`src/rtl/dcFramePkg.sv`:
```
package dcFramePkg;

  // Strobes passed from the frame control to the datapath each bit clock.
  typedef struct packed {
    logic clear;     // powerdown: flush frame and disparity state
    logic load;      // load a freshly built frame at this edge
    logic takeUser;  // the frame being loaded carries the user word
  } ctrlStrobeT;

endpackage

```
`src/rtl/onesCounter.sv`:
```
module onesCounter #(
  parameter int DATA_W = 24,
  localparam int CNT_W = $clog2(DATA_W + 1)
) (
  input  logic [DATA_W-1:0] word,
  output logic [CNT_W-1:0]  ones
);

  // Ripple sum of the word bits; one count per payload bit.
  logic [CNT_W-1:0] partial [DATA_W+1];

  assign partial[0] = '0;

  genvar i;
  generate
    for (i = 0; i < DATA_W; i++) begin : g_sum
      assign partial[i+1] = partial[i] + CNT_W'(word[i]);
    end
  endgenerate

  assign ones = partial[DATA_W];

endmodule

```
`src/rtl/frameCtrl.sv`:
```
module frameCtrl
  import dcFramePkg::*;
#(
  parameter int FRAME_W     = 28,
  parameter int INIT_FRAMES = 64,
  localparam int SLOT_W     = $clog2(FRAME_W),
  localparam int INIT_W     = $clog2(INIT_FRAMES + 1)
) (
  input  logic       clk,
  input  logic       rstN,
  input  logic       powerDownN,
  output ctrlStrobeT strobe,
  output logic       active,
  output logic       ready
);

  localparam logic [SLOT_W-1:0] LAST_SLOT = SLOT_W'(FRAME_W - 1);
  localparam logic [INIT_W-1:0] LAST_INIT = INIT_W'(INIT_FRAMES - 1);

  logic [SLOT_W-1:0] slotCnt;
  logic [INIT_W-1:0] initCnt;

  always_comb begin
    strobe.clear    = !powerDownN;
    strobe.load     = powerDownN && (!active || (slotCnt == LAST_SLOT));
    strobe.takeUser = strobe.load && ready;
  end

  always_ff @(posedge clk or negedge rstN) begin
    if (!rstN) begin
      slotCnt <= '0;
      initCnt <= '0;
      active  <= 1'b0;
      ready   <= 1'b0;
    end else if (strobe.clear) begin
      slotCnt <= '0;
      initCnt <= '0;
      active  <= 1'b0;
      ready   <= 1'b0;
    end else if (strobe.load) begin
      slotCnt <= '0;
      active  <= 1'b1;
      if (!ready) begin
        if (initCnt == LAST_INIT) begin
          ready <= 1'b1;
        end else begin
          initCnt <= initCnt + 1'b1;
        end
      end
    end else if (active) begin
      slotCnt <= slotCnt + 1'b1;
    end
  end

endmodule

```
`src/rtl/frameData.sv`:
```
module frameData
  import dcFramePkg::*;
#(
  parameter int DATA_W   = 24,
  localparam int FRAME_W = DATA_W + 4,
  localparam int CNT_W   = $clog2(DATA_W + 1),
  localparam int DISP_W  = CNT_W + 2
) (
  input  logic              clk,
  input  logic              rstN,
  input  ctrlStrobeT        strobe,
  input  logic [DATA_W-1:0] wordIn,
  output logic              serBit
);

  logic [DATA_W-1:0]        payload;
  logic [CNT_W-1:0]         ones;
  logic signed [DISP_W-1:0] wordDisp;
  logic signed [DISP_W-1:0] txDisp;
  logic signed [DISP_W-1:0] runDisp;
  logic                     invert;
  logic [DATA_W-1:0]        txPayload;
  logic                     parityBit;
  logic [FRAME_W-1:0]       frameNext;
  logic [FRAME_W-1:0]       shiftReg;

  // Idle frames carry an all-zero payload.
  assign payload = strobe.takeUser ? wordIn : '0;

  onesCounter #(.DATA_W(DATA_W)) u_ones (
    .word (payload),
    .ones (ones)
  );

  always_comb begin
    wordDisp  = $signed({1'b0, ones, 1'b0}) - $signed(DISP_W'(DATA_W));
    invert    = (wordDisp != '0) && (runDisp != '0) &&
                (wordDisp[DISP_W-1] == runDisp[DISP_W-1]);
    txPayload = invert ? ~payload : payload;
    txDisp    = invert ? -wordDisp : wordDisp;
    parityBit = ^{txPayload, invert};
    // Shifted out from bit 0: high marker, payload, flag, parity, low marker.
    frameNext = {1'b0, parityBit, invert, txPayload, 1'b1};
  end

  always_ff @(posedge clk or negedge rstN) begin
    if (!rstN) begin
      shiftReg <= '0;
      runDisp  <= '0;
    end else if (strobe.clear) begin
      shiftReg <= '0;
      runDisp  <= '0;
    end else if (strobe.load) begin
      shiftReg <= frameNext;
      runDisp  <= runDisp + txDisp;
    end else begin
      shiftReg <= shiftReg >> 1;
    end
  end

  assign serBit = shiftReg[0];

endmodule

```
`src/rtl/dcFrameSerializer.sv`:
```
module dcFrameSerializer
  import dcFramePkg::*;
#(
  parameter int DATA_W      = 24,
  parameter int INIT_FRAMES = 64,
  localparam int FRAME_W    = DATA_W + 4
) (
  input  logic              clk,
  input  logic              rstN,
  input  logic              powerDownN,
  input  logic              outEnable,
  input  logic [DATA_W-1:0] wordIn,
  output logic              wordTake,
  output logic              serOut,
  output logic              serValid,
  output logic              ready
);

  ctrlStrobeT strobe;
  logic       active;
  logic       serBit;

  frameCtrl #(
    .FRAME_W     (FRAME_W),
    .INIT_FRAMES (INIT_FRAMES)
  ) u_ctrl (
    .clk        (clk),
    .rstN       (rstN),
    .powerDownN (powerDownN),
    .strobe     (strobe),
    .active     (active),
    .ready      (ready)
  );

  frameData #(.DATA_W(DATA_W)) u_data (
    .clk    (clk),
    .rstN   (rstN),
    .strobe (strobe),
    .wordIn (wordIn),
    .serBit (serBit)
  );

  assign wordTake = strobe.takeUser;
  assign serValid = active && outEnable && powerDownN;
  assign serOut   = serValid && serBit;

endmodule

```
`config.mk`:
```
export PLATFORM = sky130hd
export DESIGN_NAME = dcFrameSerializer
export DESIGN_NICKNAME = d
export VERILOG_FILES = /design/src/rtl/dcFramePkg.sv /design/src/rtl/onesCounter.sv /design/src/rtl/frameCtrl.sv /design/src/rtl/frameData.sv /design/src/rtl/dcFrameSerializer.sv
export SDC_FILE = /design/constraint.sdc
export NUM_CORES = 1
export LEC_CHECK = 0
export BUFFER_PORTS_ARGS = -buffer_cell sky130_fd_sc_hd__buf_2
export CORE_ASPECT_RATIO = 1.5
export CORE_UTILIZATION = 60
export DETAILED_ROUTE_END_ITERATION = 10
export GPL_ROUTABILITY_DRIVEN = 0
export GPL_TIMING_DRIVEN = 0
export PLACE_DENSITY = 0.8
export SLEW_MARGIN = 20
export SYNTH_ARGS = -nofsm -noshare
export SYNTH_HDL_FRONTEND = slang
export SYNTH_SLANG_ARGS = --single-unit
```
`constraint.sdc`:
```
create_clock -name clk -period 10.4 [get_ports clk]
set_input_delay 1.04 -clock clk [delete_from_list [all_inputs] [get_ports clk]]
set_output_delay 1.04 -clock clk [all_outputs]
set_load 0.02 [all_outputs]
```
==> metrics.csv, run 1 <==
stage,metric,value,unit
outcome,status,"complete, no violations",
sta,RSZ-0062 raised after global routing,false,
clock_tree,CTS tree,yes,
min_path,worst min-delay path class,reg2reg,
synthesis,Yosys Warn Count,0,
synthesis,Synth top cells by count,"dfrtp_1, a21oi_1, xnor2_1",
clock_tree,clock sink count,47,
synthesis,post-synthesis cell type count,47,
routing,Via Count,2938,
routing,Routed Antenna Nets,0,
routing,drt drc,0,
setup_path,required time worst endpoint,10.65,ns
setup_path,FF-to-FF path depth,30,
run,max-cap check violation count,0,
clock_tree,post-CTS sizing,0,
floorplan,Die Wd,64.91,um
setup_path,r2r setup slk,1.15,ns
sta,setup TNS,0,ns
sta,fin. max-slew vios,0,
power,Net Sw Power,0.2194,mW
setup_path,Worst Setup SP,powerDownN,
floorplan,die area,6255,um2
placed_design,# port buffers,30,
clock_tree,H-tree Lvls,2,
power,static leakage,1.893,nW
synthesis,cell with the most instances after synthesis,dfrtp_1,
routing,Initial DRC Count,191,
synthesis,top cell type's share of synthesized area,33.02,%
grt,largest net degree at the start of global routing,48,
clock_tree,clock transition at the registers of the reported paths,0.10,ns
floorplan,initial core utilization,62.03,%
layout,Area Growth Syn to Fin,10.05,%
sta,Fmax,0.1081,GHz
clock_tree,clock latency on the worst-skew pair,0.31,ns
clock_tree,Max clock buf depth,2,
synthesis,synthesized area per cell,9.654,um2
setup_path,r2r endpoint,u_data.runDisp[6]$_DFFE_PN0P_,
layout,number of antenna diodes,0,
grt,vias in the first global route,2944,
floorplan,# rows,34,
clock_tree,CTS Root Cell,clkbuf_8,
synthesis,syn_nets,431,
sta,skew final,0.01270,ns
floorplan,Core Box Area,5743,um2
setup_path,r2r startpoint,u_ctrl.slotCnt[0]$_DFFE_PN0P_,
power,combinational power share,40.0,%
layout,nets@finish,468,
setup_path,Startpoint Class,input port,
setup_path,CP Max Fanout,10,
clock_tree,Hold Buf Count CTS,0,
min_path,Hold Crit Start,u_ctrl.slotCnt[0]$_DFFE_PN0P_,
synthesis,Post-synth top flop,dfrtp_1,
power,sequential fraction of design power,36.9,%
setup_path,"slowest stage delay, CP",0.55,ns
sta,Fin. Hold Viols,0,
setup_path,Critical Path End Type,register,
sta,Slew HR,60.32,%
power,PwrDens,156.3,nW/um2
sta,Final period util,88.98,%
synthesis,"Cell Area, Synth",3562,um2
power,switching share of power,35.81,%
placed_design,HPWL after detailed placement,6512,um
min_path,WHS Path Cells,1,
routing,Post-Route WL,8427,um
clock_tree,post-CTS setup buffers,0,
floorplan,I/O pin count,32,
sta,worst slew pin tran,0.5952,ns
synthesis,synth top area cells,"dfrtp_1, fa_1, xnor2_1",
grt,GR Overflow Total,0,
synthesis,synthesized instance count,369,
sta,fin crit period,9.254,ns
synthesis,Synth Register Bits,47,
grt,Total GRT Usage,29.02,%
power,VDD IR-drop max,0.00007153,V
setup_path,worst endpoint data arrival time,9.50,ns
sta,Hold Slack,0.4714,ns
floorplan,Die H,96.37,um
min_path,Worst Hold End,u_ctrl.slotCnt[0]$_DFFE_PN0P_,
clock_tree,TritonCTS Buffers,5,
synthesis,"Seq/Total Area, Yosys",33.02,%
layout,share of cells above drive strength 1,11.55,%
synthesis,Synth area leader,dfrtp_1,
routing,routed len/inst,17.59,um
setup_path,CP most frequent cell,fa_1,
synthesis,number of synthesized flops with an enable pin,0,
routing,Pre-antenna DRT Iters,4,
routing,Vias/cell,6.134,
synthesis,asr flop ratio synth,100.0,%
sta,Setup-failing EPs final,0,
power,internal cell power,0.3932,mW
setup_path,critical-path cell with the highest stage delay,fa_1,
grt,initial antenna violation count,0,
setup_path,critical setup path kind,in2reg,
power,Clock power frac,23.1,%
grt,global-route wire length before repair,13610,um
==> cells in the final DEF (no fill, tap or decap), types with 3 or more instances in the layout <==
master / Yosys / layout
ha_1: 16 / 16
nand2_1: 23 / 23
buf_6: 4 / 4
a21oi_1: 31 / 31
nand4_1: 3 / 3
dfrtp_1: 47 / 47
inv_1: 26 / 26
nor2_1: 19 / 19
clkbuf_1: 18 / 18
nand3_1: 13 / 13
xor2_1: 8 / 8
o21ai_0: 3 / 3
and3_1: 19 / 19
fa_1: 18 / 18
a221o_1: 24 / 24
buf_2: 2 / 31
o21bai_1: 4 / 4
and2_1: 7 / 7
a21boi_0: 21 / 21
xnor2_1: 28 / 28
a21o_1: 4 / 4
clkbuf_8: 0 / 5
==> cell type report <==
type	count	area (um2)
Multi-Input combinational cell	270	2158
Fill cell	482	1823
Sequential cell	47	1176
Timing Repair Buffer	30	152.6
Buffer	26	130.1
Inverter	26	97.59
Tap cell	72	90.09
Clock buffer	5	68.82
Clock inverter	3	46.29
==> flip-flops by register name (all words and copies together), names as in the netlist <==
name	count
u_data.shiftReg	27
u_ctrl.ready	1
u_ctrl.slotCnt	5
u_data.runDisp	6
u_ctrl.initCnt	7
u_ctrl.active	1
==> worst max-delay path: cells and delay by family <==
kind | cells | cell delay (ns)
AO/OA/AOI/OAI | 7 | 1.61
XOR/XNOR | 2 | 0.49
adder cells (fa/ha/maj) | 9 | 3.82
buffers and inverters | 6 | 1.71
AND/OR/NAND/NOR | 5 | 0.84
==> metal layers <==
layer | global-route usage, % | part of all wire [%]
met3 | 3.521 | 3.9
met4 | 14.07 | 3.7
met5 | 0 | 0
met1 | 32.22 | 39
met2 | 54.08 | 53
==> worst max path at each step <==
stage / to / slack [ns] / cells past startpoint
CTS: u_data.runDisp[6]$_DFFE_PN0P_ / 1.28 / 30
detailed placement: u_data.runDisp[6]$_DFFE_PN0P_ / 1.01 / 29
global placement: u_data.runDisp[6]$_DFFE_PN0P_ / 1.21 / 29
floorplan: u_data.runDisp[6]$_DFFE_PN0P_ / 2.09 / 29
global route: u_data.runDisp[6]$_DFFE_PN0P_ / 0.50 / 30
finish: u_data.runDisp[6]$_DFFE_PN0P_ / 1.15 / 29
==> through the flow <==
| step | instances | area, um2 | power [mW] | utilization, % | setup slack (ns) |
|---|---|---|---|---|---|
| after floorplan | 369 | 3562 | 0.4085 | - | 2.095 |
| after global placement | 471 | 3802 | 0.4611 | 66.21 | 1.211 |
| after detailed placement | 471 | 3802 | 0.4707 | 66.21 | 1.015 |
| after CTS | 479 | 3918 | 0.6105 | 68.21 | 1.279 |
| after global routing | 479 | 3920 | 0.6451 | 68.26 | 0.5030 |
| final | 479 | 3920 | 0.6126 | 68.26 | 1.146 |
==> cell families after synthesis <==
kind of cell / synth area share (%)
AND/OR/NAND/NOR: 13.91
buffers and inverters: 6.392
multiplexers: 0.7024
adder cells (fa/ha/maj): 15.74
flip-flops: 33.02
AO/OA/AOI/OAI: 20.76
XOR/XNOR: 9.484
==> power by group through the flow <==
stage               registers [mW]  logic (mW)  clock network, mW
global route                 0.228       0.270              0.147
floorplan                    0.224       0.185                  0
global placement             0.228       0.233                  0
CTS                          0.225       0.244              0.142
finish                       0.226       0.245              0.141
detailed placement           0.228       0.242                  0
Power figures use the tool's default switching activity.
==> inputs of run 2 (changes only) <==
--- a/config.mk
+++ b/config.mk
@@ -6,12 +6,14 @@
 export NUM_CORES = 1
 export LEC_CHECK = 0
 export BUFFER_PORTS_ARGS = -buffer_cell sky130_fd_sc_hd__buf_2
+export CELL_PAD_IN_SITES_DETAIL_PLACEMENT = 1
+export CELL_PAD_IN_SITES_GLOBAL_PLACEMENT = 2
 export CORE_ASPECT_RATIO = 1.5
-export CORE_UTILIZATION = 60
+export CORE_UTILIZATION = 38
 export DETAILED_ROUTE_END_ITERATION = 10
 export GPL_ROUTABILITY_DRIVEN = 0
 export GPL_TIMING_DRIVEN = 0
-export PLACE_DENSITY = 0.8
+export PLACE_DENSITY_LB_ADDON = 0.1
 export SLEW_MARGIN = 20
 export SYNTH_ARGS = -nofsm -noshare
 export SYNTH_HDL_FRONTEND = slang
==> run 2 against run 1 <==
Core utilization fell by 24 points. Final cell count rose by 7.9%. Clock power rose by 18%.
==> metrics.csv, run 2 (synthesized netlist as in run 1, its figures left out) <==
stage,metric,value,unit,change
outcome,status,"complete, no violations",,unchanged
floorplan,I/O pin count,32,,unchanged
routing,Vias/cell,5.679,,was 6.134
setup_path,CP most frequent cell,fa_1,,unchanged
floorplan,initial core utilization,39.64,%,was 62.03%
clock_tree,CTS Root Cell,clkbuf_16,,was clkbuf_8
placed_design,placed instance area,3850,um2,was 3802 um2
layout,design area,4001,um2,was 3920 um2
setup_path,critical setup path kind,reg2reg,,was in2reg
grt,initial antenna violation count,0,,unchanged
clock_tree,CTS tree,yes,,unchanged
routing,highest routed layer,met4,,unchanged
routing,Post-Route WL,10170,um,was 8427 um
placed_design,HPWL after detailed placement,7967,um,was 6512 um
clock_tree,post-CTS setup buffers,0,,unchanged
grt,global-route wire length before repair,16930,um,was 13610 um
sta,Final period util,90.52,%,was 88.98%
power,static leakage,1.904,nW,was 1.893 nW
floorplan,Die H,120.6,um,was 96.37 um
grt,GR Overflow Total,0,,unchanged
layout,"commonest non-fill, non-tap cells in the layout","dfrtp_1, buf_2, a21oi_1",,unchanged
clock_tree,H-tree Lvls,2,,unchanged
layout,"commonest non-fill, non-tap cell in the layout",dfrtp_1,,unchanged
setup_path,Critical Path End Type,register,,unchanged
power,VDD IR-drop max,0.00007165,V,was 0.00007153 V
layout,nets@finish,468,,unchanged
power,"Power, Total",0.6447,mW,was 0.6126 mW
floorplan,# rows,42,,was 34
routing,met1 WL,4104,um,was 3280 um
layout,Fillers,1069,,was 482
sta,worst slew pin tran,0.6371,ns,was 0.5952 ns
routing,met3 wire length,234,um,was 329 um
placed_design,# port buffers,30,,unchanged
layout,Reg area,1176,um2,unchanged
routing,drt drc,0,,unchanged
routing,routed len/inst,19.67,um,was 17.59 um
layout,Largest register FFs,27,,unchanged
setup_path,critical-path cell with the highest stage delay,fa_1,,unchanged
routing,Pre-antenna DRT Iters,4,,unchanged
clock_tree,Max clock buf depth,2,,unchanged
clock_tree,clock transition at the registers of the reported paths,0.07,ns,was 0.10 ns
sta,Fin. Hold Viols,0,,unchanged
sta,fin crit period,9.414,ns,was 9.254 ns
sta,setup TNS,0,ns,unchanged
routing,Via Count,2936,,was 2938
layout,Largest regs,"u_data.shiftReg (27), u_ctrl.initCnt (7), u_data.runDisp (6)",,unchanged
routing,Initial DRC Count,134,,was 191
setup_path,Startpoint Class,register,,was input port
floorplan,Die Wd,81.06,um,was 64.91 um
setup_path,worst endpoint data arrival time,9.65,ns,was 9.50 ns
setup_path,CP Max Fanout,10,,unchanged
sta,Setup-failing EPs final,0,,unchanged
grt,Total GRT Usage,23.29,%,was 29.02%
routing,DR WL met2,5461,um,was 4500 um
floorplan,Core Box Area,8986,um2,was 5743 um2
grt,largest net degree at the start of global routing,48,,unchanged
run,max-cap check violation count,0,,unchanged
sta,skew final,0.004936,ns,was 0.01270 ns
setup_path,required time worst endpoint,10.63,ns,was 10.65 ns
setup_path,"slowest stage delay, CP",0.55,ns,about the same
clock_tree,clock latency on the worst-skew pair,0.29,ns,was 0.31 ns
sta,fin. max-slew vios,0,,unchanged
grt,vias in the first global route,3235,,was 2944
clock_tree,TritonCTS Buffers,5,,unchanged
floorplan,die area,9774,um2,was 6255 um2
min_path,worst min-delay path class,reg2reg,,unchanged
sta,RSZ-0062 raised after global routing,false,,unchanged
sta,Fmax,0.1062,GHz,was 0.1081 GHz
clock_tree,clock sink count,47,,unchanged
layout,share of cells above drive strength 1,11.55,%,unchanged
layout,number of antenna diodes,0,,unchanged
layout,area of the multi-input gates,2158,um2,unchanged
layout,Area Growth Syn to Fin,12.33,%,was 10.05%
clock_tree,post-CTS sizing,0,,unchanged
power,PwrDens,161.1,nW/um2,was 156.3 nW/um2
layout,Top reg by flops,u_data.shiftReg,,unchanged
routing,Routed Antenna Nets,0,,unchanged
clock_tree,Hold Buf Count CTS,0,,unchanged
sta,Slew HR,57.53,%,was 60.32%
[run 2: changes by cell type in the layout (fill, tap and decap cells not counted), sizes merged]
cell,change
clkinvlp,+1
bufinv,-1
[run 2: power breakdown]
part	internal, mW	switching (mW)
Clock	0.0900	0.0759
Combinational	0.110	0.142
Sequential	0.211	0.0157
[run 2: stage by stage]
| step | utilization [%] | hold slack (ns) | instances | setup WS, ns |
|---|---|---|---|---|
| 6_report | 44.53 | 0.4695 | 517 | 0.9856 |
| 5_1_grt | 44.53 | 0.4859 | 517 | 0.1174 |
| 4_1_cts | 44.50 | 0.4701 | 517 | 0.8878 |
| 3_5_place_dp | 42.84 | 0.4485 | 509 | 0.6673 |
| 3_3_place_gp | 42.84 | 0.4437 | 509 | 0.7740 |
| 2_1_floorplan | - | 0.4319 | 369 | 2.095 |
[run 2: critical path, delay by kind of cell, from the launching register on]
kind                       cells  cell delay, ns
AOI/OAI and AO/OA              7            1.66
xor gates and xnor gates       2            0.52
adders and majority gates     10            4.03
buffers and inverters          5            1.50
DFF                            1            0.38
and+or+nand+nor                6            1.29
[run 2: metal layers]
metal  GRT usage, %  up-vias
li1               -     1380
met1          26.83     1478
met2          42.07       57
met3          2.717       21
met4          10.04        0
met5              0        -
[run 2: area by class of cell]
type / count / area share (%)
multi-input cells: 270 / 53.94
flip-flops and latches: 47 / 29.39
repair buffers: 30 / 3.815
well taps: 110 / 3.440
plain buffers: 26 / 3.252
clock buffers: 5 / 3.127
inverters: 26 / 2.439
clock inverters: 3 / 0.5941
[run 2: worst paths after layout]
path / start / end / slack [ns] / depth (start not counted)
worst min register to register: u_data.shiftReg[1]$_DFF_PN0_ / u_data.shiftReg[0]$_DFF_PN0_ / 0.47 / 1
max in group asynchronous: rstN / u_data.shiftReg[14]$_DFF_PN0_ / 9.22 / 1
worst min-delay path: u_data.shiftReg[1]$_DFF_PN0_ / u_data.shiftReg[0]$_DFF_PN0_ / 0.47 / 1
worst max register to register: u_ctrl.slotCnt[0]$_DFFE_PN0P_ / u_data.runDisp[6]$_DFFE_PN0P_ / 0.99 / 30
worst max-delay path: u_ctrl.slotCnt[0]$_DFFE_PN0P_ / u_data.runDisp[6]$_DFFE_PN0P_ / 0.99 / 30
min in group asynchronous: rstN / u_data.runDisp[2]$_DFFE_PN0P_ / 0.75 / 1
